==> src/rtl/cfgw_pkg.sv <==
package cfgw_pkg;
    localparam int DW      = 32;
    localparam int BYTES   = DW / 8;
    localparam int BUS_W   = 8;
    localparam int DEV_W   = 5;
    localparam int FN_W    = 3;
    localparam int OFF_W   = 12;
    localparam int DWA_W   = OFF_W - 2;
    localparam int EXT_W   = 4;
    localparam int REG_W   = DWA_W - EXT_W;
    localparam int ADDR_W  = BUS_W + DEV_W + FN_W + OFF_W;

    // address port layout
    localparam int EN_BIT  = 31;
    localparam int EXT_LSB = 24;
    localparam int BUS_LSB = 16;
    localparam int DEV_LSB = 11;
    localparam int FN_LSB  = 8;
    localparam int REG_LSB = 2;
    localparam logic [DW-1:0] ADR_KEEP = 32'h8FFF_FFFC;

    typedef enum logic [1:0] {
        SZ_BYTE  = 2'd0,
        SZ_WORD  = 2'd1,
        SZ_DWORD = 2'd2,
        SZ_BAD   = 2'd3
    } size_e;

    typedef enum logic [2:0] {
        K_DATA,
        K_ADR_OK,
        K_ADR_BAD,
        K_DEAD,
        K_ERR
    } kind_e;

    typedef struct packed {
        logic          valid;
        logic          err;
        logic [DW-1:0] rdata;
    } rsp_t;

    typedef struct packed {
        logic [DW-1:0] adr;
        rsp_t          rsp;
    } state_t;
endpackage

==> src/rtl/cfgw_decode.sv <==
module cfgw_decode
    import cfgw_pkg::*;
#(
    parameter int LOW_BYTES = 256
) (
    input  logic              req_io,
    input  logic [1:0]        req_size,
    input  logic [ADDR_W-1:0] req_addr,
    input  logic [DW-1:0]     adr_q,
    output kind_e             kind,
    output logic [BUS_W-1:0]  tgt_bus,
    output logic [DEV_W-1:0]  tgt_dev,
    output logic [FN_W-1:0]   tgt_fn,
    output logic [DWA_W-1:0]  tgt_dw,
    output logic [1:0]        byte_off,
    output logic [BYTES-1:0]  be
);
    localparam logic [OFF_W-1:0] LOW_LIM = OFF_W'(LOW_BYTES);

    logic [2:0]       nbytes;
    logic [2:0]       lane_end;
    logic             crosses;
    logic             size_bad;
    logic [7:0]       be_wide;
    logic [OFF_W-1:0] off12;
    logic [EXT_W-1:0] ext;
    logic             unused_adr;

    assign off12      = req_addr[OFF_W-1:0];
    assign ext        = adr_q[EXT_LSB +: EXT_W];
    assign byte_off   = req_addr[1:0];
    assign unused_adr = ^{adr_q[30:28], adr_q[1:0]};

    always_comb begin
        case (size_e'(req_size))
            SZ_BYTE:  nbytes = 3'd1;
            SZ_WORD:  nbytes = 3'd2;
            SZ_DWORD: nbytes = 3'd4;
            default:  nbytes = 3'd0;
        endcase
        size_bad = (size_e'(req_size) == SZ_BAD);
        lane_end = {1'b0, byte_off} + nbytes;
        crosses  = lane_end > 3'd4;
        be_wide  = ((8'd1 << nbytes) - 8'd1) << byte_off;
        be       = be_wide[BYTES-1:0];
    end

    always_comb begin
        tgt_bus = '0;
        tgt_dev = '0;
        tgt_fn  = '0;
        tgt_dw  = '0;
        if (req_io) begin
            tgt_bus = adr_q[BUS_LSB +: BUS_W];
            tgt_dev = adr_q[DEV_LSB +: DEV_W];
            tgt_fn  = adr_q[FN_LSB +: FN_W];
            tgt_dw  = {ext, adr_q[REG_LSB +: REG_W]};
            if (!req_addr[2]) begin
                if (size_e'(req_size) == SZ_DWORD && byte_off == 2'd0)
                    kind = K_ADR_OK;
                else
                    kind = K_ADR_BAD;
            end else if (!adr_q[EN_BIT]) begin
                kind = K_DEAD;
            end else if (ext != '0 || size_bad || crosses) begin
                kind = K_ERR;
            end else begin
                kind = K_DATA;
            end
        end else begin
            tgt_bus = req_addr[OFF_W+FN_W+DEV_W +: BUS_W];
            tgt_dev = req_addr[OFF_W+FN_W +: DEV_W];
            tgt_fn  = req_addr[OFF_W +: FN_W];
            tgt_dw  = off12[OFF_W-1:2];
            if (size_bad || crosses)
                kind = K_ERR;
            else if (off12 >= LOW_LIM && size_e'(req_size) != SZ_DWORD)
                kind = K_ERR;
            else
                kind = K_DATA;
        end
    end
endmodule

==> src/rtl/cfgw_lanes.sv <==
module cfgw_lanes
    import cfgw_pkg::*;
(
    input  logic [1:0]       byte_off,
    input  logic [1:0]       req_size,
    input  logic [BYTES-1:0] be,
    input  logic [DW-1:0]    wdata,
    input  logic [DW-1:0]    rdata,
    input  logic [DW-1:0]    mask,
    output logic [DW-1:0]    wlane,
    output logic [DW-1:0]    rjust
);
    logic [DW-1:0] be_bits;
    logic [DW-1:0] size_bits;
    logic [4:0]    shamt;

    assign shamt = {byte_off, 3'b000};

    genvar gi;
    generate
        for (gi = 0; gi < BYTES; gi++) begin : g_lane
            assign be_bits[8*gi +: 8] = {8{be[gi]}};
        end
    endgenerate

    always_comb begin
        case (size_e'(req_size))
            SZ_BYTE: size_bits = DW'(8'hFF);
            SZ_WORD: size_bits = DW'(16'hFFFF);
            default: size_bits = '1;
        endcase
        wlane = (wdata << shamt) & be_bits & mask;
        rjust = ((rdata & mask) >> shamt) & size_bits;
    end
endmodule

==> src/rtl/cfg_window_port.sv <==
module cfg_window_port
    import cfgw_pkg::*;
#(
    parameter int LOW_BYTES = 256
) (
    input  logic              clk,
    input  logic              rst_n,
    input  logic              req_valid,
    input  logic              req_io,
    input  logic              req_write,
    input  logic [1:0]        req_size,
    input  logic [ADDR_W-1:0] req_addr,
    input  logic [DW-1:0]     req_wdata,
    output logic              rsp_valid,
    output logic [DW-1:0]     rsp_rdata,
    output logic              rsp_err,
    output logic              rf_req,
    output logic              rf_we,
    output logic [BUS_W-1:0]  rf_bus,
    output logic [DEV_W-1:0]  rf_dev,
    output logic [FN_W-1:0]   rf_fn,
    output logic [DWA_W-1:0]  rf_dw,
    output logic [BYTES-1:0]  rf_be,
    output logic [DW-1:0]     rf_wdata,
    input  logic [DW-1:0]     rf_rdata,
    input  logic [DW-1:0]     rf_mask
);
    state_t        st_d, st_q;
    kind_e         kind;
    logic [1:0]    byte_off;
    logic [DW-1:0] rjust;

    cfgw_decode #(.LOW_BYTES(LOW_BYTES)) u_dec (
        .req_io   (req_io),
        .req_size (req_size),
        .req_addr (req_addr),
        .adr_q    (st_q.adr),
        .kind     (kind),
        .tgt_bus  (rf_bus),
        .tgt_dev  (rf_dev),
        .tgt_fn   (rf_fn),
        .tgt_dw   (rf_dw),
        .byte_off (byte_off),
        .be       (rf_be)
    );

    cfgw_lanes u_lanes (
        .byte_off (byte_off),
        .req_size (req_size),
        .be       (rf_be),
        .wdata    (req_wdata),
        .rdata    (rf_rdata),
        .mask     (rf_mask),
        .wlane    (rf_wdata),
        .rjust    (rjust)
    );

    assign rf_req    = req_valid && (kind == K_DATA);
    assign rf_we     = rf_req && req_write;
    assign rsp_valid = st_q.rsp.valid;
    assign rsp_err   = st_q.rsp.err;
    assign rsp_rdata = st_q.rsp.rdata;

    always_comb begin
        st_d           = st_q;
        st_d.rsp.valid = req_valid;
        st_d.rsp.err   = 1'b0;
        st_d.rsp.rdata = '0;
        if (req_valid) begin
            case (kind)
                K_ADR_OK: begin
                    if (req_write) st_d.adr       = req_wdata & ADR_KEEP;
                    else           st_d.rsp.rdata = st_q.adr;
                end
                K_ADR_BAD, K_DEAD: begin
                    if (!req_write) st_d.rsp.rdata = '1;
                end
                K_ERR: begin
                    st_d.rsp.err   = 1'b1;
                    st_d.rsp.rdata = '1;
                end
                default: begin
                    if (!req_write) st_d.rsp.rdata = rjust;
                end
            endcase
        end
    end

    always_ff @(posedge clk or negedge rst_n) begin
        if (!rst_n) st_q <= '0;
        else        st_q <= st_d;
    end
endmodule

==> config.mk <==
export PLATFORM = sky130hd
export DESIGN_NAME = cfg_window_port
export DESIGN_NICKNAME = d
export VERILOG_FILES = /design/src/rtl/cfgw_pkg.sv /design/src/rtl/cfgw_decode.sv /design/src/rtl/cfgw_lanes.sv /design/src/rtl/cfg_window_port.sv
export SDC_FILE = /design/constraint.sdc
export NUM_CORES = 1
export LEC_CHECK = 0
export ABC_AREA = 1
export ABC_CLOCK_PERIOD_IN_PS = 2910
export BUFFER_PORTS_ARGS = -buffer_cell sky130_fd_sc_hd__buf_2
export CAP_MARGIN = 20
export CORE_ASPECT_RATIO = 1.4
export CORE_MARGIN = 4
export CORE_UTILIZATION = 30
export DETAILED_ROUTE_END_ITERATION = 7
export GPL_TIMING_DRIVEN = 0
export PLACE_DENSITY = 0.51
export SYNTH_ARGS = -nofsm -noshare
export SYNTH_HDL_FRONTEND = slang
export SYNTH_HIERARCHICAL = 1
export SYNTH_SLANG_ARGS = --single-unit
==> constraint.sdc <==
create_clock -name clk -period 2.91 [get_ports clk]
set_input_delay 0.582 -clock clk [delete_from_list [all_inputs] [get_ports clk]]
set_output_delay 0.582 -clock clk [all_outputs]
set_load 0.005 [all_outputs]
; ---- Yosys cells after proc, flatten, opt, wreduce, memory -nomap -nowiden
; Index checks and enable logic that the tools add are counted.
[word_totals]
regBits = 61
in_bits = 131
output_inout_bits = 98
wordCells = 56
[op_classes]
addsub = 2
magnitude_cmp = 2
n_eq_ne = 8
shift = 4
muxes = 19
n_bitwise = 4
n_reduce_logical = 13
[op_table]
columns = operator, n
row1 = bitwise AND 32 bit, 4
row2 = two-way mux 32 bit, 3
row3 = one-hot mux 32 bit (3 select lines), 1
row4 = one-hot mux 32 bit (2 select lines), 1
row5 = two-way mux 33 bit, 1
row6 = left shift 32 x 5 -> 32 bit, 1
row7 = right shift 32 x 5 -> 32 bit, 1
row8 = two-way mux 3 bit, 7
row9 = >= comparator 12 x 9 -> 1 bit (second input constant), 1
row10 = two-way mux 10 bit, 1
row11 = one-hot mux 3 bit (3 select lines), 1
row12 = two-way mux 8 bit, 1
row13 = left shift 1 x 3 -> 8 bit (first input constant), 1
row14 = left shift 8 x 2 -> 4 bit, 1
row15 = subtractor 8 x 1 -> 8 bit (second input constant), 1
row16 = equality test 3 x 2 -> 1 bit (second input constant), 2
row17 = two-way mux 5 bit, 1
row18 = equality test 2 bit (second input constant), 2
row19 = logical AND 1 bit, 4
row20 = logical NOT 2 bit, 2
row21 = nonzero test 4 bit, 1
row22 = adder 2 x 3 -> 3 bit, 1
row23 = equality test 3 x 1 -> 1 bit (second input constant), 1
row24 = equality test 3 bit (second input constant), 1
row25 = 9 further kinds, 11

; ---- Depth between registers and ports, before layout
[depth]
word_depth = 13
mapped_depth = 17

; ---- Modules after synthesis
; Netlist, hierarchy kept.
[by_module_without_submodules]
columns = module, instances, cells_each, area_per_inst_um2, seq_area_each_um2
row1 = cfg_window_port, 1, 429, 3331.9, 1526.5
row2 = cfgw_lanes, 1, 327, 1566.5, 0.0
row3 = cfgw_decode, 1, 138, 656.9, 0.0

; ---- Worst setup path after synthesis
; No wires, ideal clock.
[synth_timing]
path_type = input to output
from = input req_size[0]
to = output rf_we
arrival_ns = 2.116
required_ns = 2.328
path_slack_ns = 0.212
cell_stages = 11
path_cell_list = inv_1 -> ha_1 -> ha_1 -> inv_1 -> fa_1 -> nand2_1 -> nand3_1 -> nand3_1 -> nand2_1 -> nand2_1 -> nor4_1
[synth_between]
elab_chain_len = 12
elab_cells_between_ends = 23
cone_classes = 1 x add/sub / 1 x order compare / 4 x eq/ne / 8 x mux / 9 x reduce/logical
[synth_lines]
columns = element, line
row1 = from (decl), cfg_window_port.sv:11  ; input logic [1:0] req_size,
row2 = "equality test 2 bit, or another cell as far along", cfgw_decode.sv:35  ; case (size_e'(req_size))
row3 = one-hot mux 3 bit (3 select lines), cfgw_decode.sv:35
row4 = adder 2 x 3 -> 3 bit, cfgw_decode.sv:42  ; lane_end = {1'b0, byte_off} + nbytes;
row5 = > comparator 3 bit, cfgw_decode.sv:43  ; crosses = lane_end > 3'd4;
row6 = logical OR 1 bit, cfgw_decode.sv:65  ; end else if (ext != '0 || size_bad || crosses) begin
row7 = two-way mux 3 bit, cfgw_decode.sv:65
row8 = two-way mux 3 bit, cfgw_decode.sv:63  ; end else if (!adr_q[EN_BIT]) begin
row9 = two-way mux 3 bit, cfgw_decode.sv:58  ; if (!req_addr[2]) begin
row10 = two-way mux 3 bit *, cfgw_decode.sv:53  ; if (req_io) begin
row11 = via kind[2], cfg_window_port.sv:29  ; kind_e kind;
row12 = logical NOT 3 bit *, cfg_window_port.sv:58  ; assign rf_req = req_valid && (kind == K_DATA);
row13 = logical AND 1 bit *, cfg_window_port.sv:58
row14 = logical AND 1 bit *, cfg_window_port.sv:59  ; assign rf_we = rf_req && req_write;
row15 = to (decl), cfg_window_port.sv:18  ; output logic rf_we,
; The timed path passes the listed nets; every way through them passes the cells marked *.

; ---- Worst setup path after layout
; Ends and elaborated chain as after synthesis.

==> flow_summary.ini <==
[run_status]
status = complete, but fails checks
violations = setup timing

[hold_path]
min_path_type = primary input to async pin

[grt]
grt_max_degree = 62
gr-total-overflow = 0
track_usage_pct = 23.9
antenna_found_initial = 1
grt_pass1_wl_um = 36800
grt_pass1_vias = 6530

[timing]
tightest_slew_ps = 799
finalSetupViolCount = 1
max_freq_mhz = 343
rsz0062_at_grt = true
slew_viol_final = 0
setup_slack_ps = -5.71
whs_ps = 326
period_needed_ps = 2920
maxSlewHeadroom_pct = 46.7
post-route-period-util_pct = 100
finClkSkew_ps = 7.62
final-hold-violation-count = 0

[placed_design]
numPortBuffers = 227
dp_slack_ps = -439
hpwl_um = 21100
globalplace.congestion = 0.961
placed_area_sq_um = 6990

[drt]
ant_nets = 0
drt_iter0_markers = 386
drc = 0
vias = 6426
avgViaCountPerCell = 4.66
drt-pass1-iter-count = 5
totalWireLength_um = 25100
drt-wirelength-per-cell_um = 18.2

[pwr]
power_leakage_nw = 4.24
clkPwrFrac_pct = 30.5
p_sw_share_pct = 36.0
power.internal_mw = 2.04
pwr-share-comb_pct = 35.0
ir_worst_vdd_mv = 0.246
netSwitchingPower_mw = 1.15
seq_power_share_pct = 34.5
power_density_nw_per_um2 = 430

[final_layout]
areaGrowthSynthToFinish_pct = 33.6
utilization_pct = 41.0
drive_gt1_share_pct = 33.0
final_nets = 1273
finalInstanceArea_sq_um = 7410
nFillCells = 2096

[clock_network]
root_buffer = clkbuf_16
clk_path_buf_depth = 2
hold_buffers = 0
h-tree-depth = 3
path_clk_slew_ps = 60
clk-insertion-delay-late_ps = 330
clock_sinks = 61
cts_made_buffers = 9
cts_tree = yes

[critical_path]
path_max_fanout = 4
cp-end-kind = primary output
path_class = primary input to primary output
crit_arrival_ps = 2330
r2r_slack_ps = 840
cp-start-kind = primary input
worstPathRequired_ps = 2330

[logic_synthesis]
synth_area_sq_um = 5550
ys_warn_count = 6
syn_nets = 1031
synthCells = 893
syn_area_per_cell_sq_um = 6.22

[floorplanning]
start_util_pct = 30.7
std_cell_rows = 58
design.core.area_sq_um = 18100
die-area_sq_um = 20800
die_x_um = 123
io_pins = 229
die_y_um = 169

[run]
max_cap_viol_count = 0
==> timing repair <==
| action | in CTS | in global routing |
|---|---|---|
| gates resized for setup | 16 | 19 |
| pin swaps | 3 | 5 |
| setup endpoints to repair | 12 | 15 |
| setup buffers | 1 | 3 |
==> per-layer routing <==
layer / up-vias / global-route usage, % / wire, um
met5: - / 0 / 0
met4: 0 / 10.7 / 1160
met3: 45 / 3.18 / 1350
met2: 258 / 42.7 / 12600
met1: 2877 / 28.0 / 9960
li1: 3246 / - / -
==> power groups by stage <==
stage          clock, mW  combinational [mW]  sequential (mW)
3_3_place_gp           0                1.09             1.11
3_5_place_dp           0                1.10             1.12
2_1_floorplan          0               0.649             1.06
6_report           0.973                1.12             1.10
5_1_grt             1.03                1.24             1.11
4_1_cts            0.991                1.11             1.10
==> worst max-delay path: stages <==
cell	delay, ps
buf_8	110
inv_6	50
ha_4	120
ha_4	110
inv_2	30
fa_1	490
nand2_1	60
nand3_2	80
nand3_2	100
nand2_2	90
nand2_4	80
nor4_4	260
buf_2	150
==> layout make-up <==
type                       instances  area, sq um  share of cell area [%]
multi-input combinational        704         3230                    43.5
sequential                        61         1530                    20.6
timing repair buffer             231         1190                    16.1
buffer                            84          692                    9.33
tap                              240          300                    4.05
clock buffer                      11          243                    3.27
inverter                          44          206                    2.78
clock inverter                     4         25.0                   0.337
antenna                            1         2.50                  0.0337
==> metrics by stage <==
stage,cells,total power [mW],TNS [ps]
final,1380,3.19,-5.71
after CTS,1376,3.21,0
after global routing,1380,3.38,-127
after global placement,1360,2.21,-13520
after floorplan,893,1.71,0
after detailed placement,1360,2.21,-14040
==> sequential cells by signal, summed over array words and instances, names as in the netlist <==
signal and flops:
rsp_err 1, rsp_valid 1, rsp_rdata 32, st_q 27
==> final timing paths <==
kind | cells after the start | startpoint | end
setup / recovery | 13 | req_size[0] | rf_we
hold / removal | 1 | rst_n | st_q[55]
setup reg to reg | 13 | st_q[60] | rsp_rdata[31]
hold reg to reg | 2 | st_q[36] | st_q[36]
max in group asynchronous | 1 | rst_n | rsp_rdata[7]
min in group clk | 1 | req_valid | rsp_valid
==> layout by cell type, fill, tap and decap left out, types with 9 or more instances in the layout <==
cell type    n
nand2_2     15
buf_4       44
nand3_1     75
nand3_2      9
buf_6       25
o21ai_0     30
dfrtp_1     61
inv_1       34
nand2_1    366
nor2_1     138
buf_2      234
a21oi_1     17
clkbuf_16    9
Power figures use the tool's default switching activity.
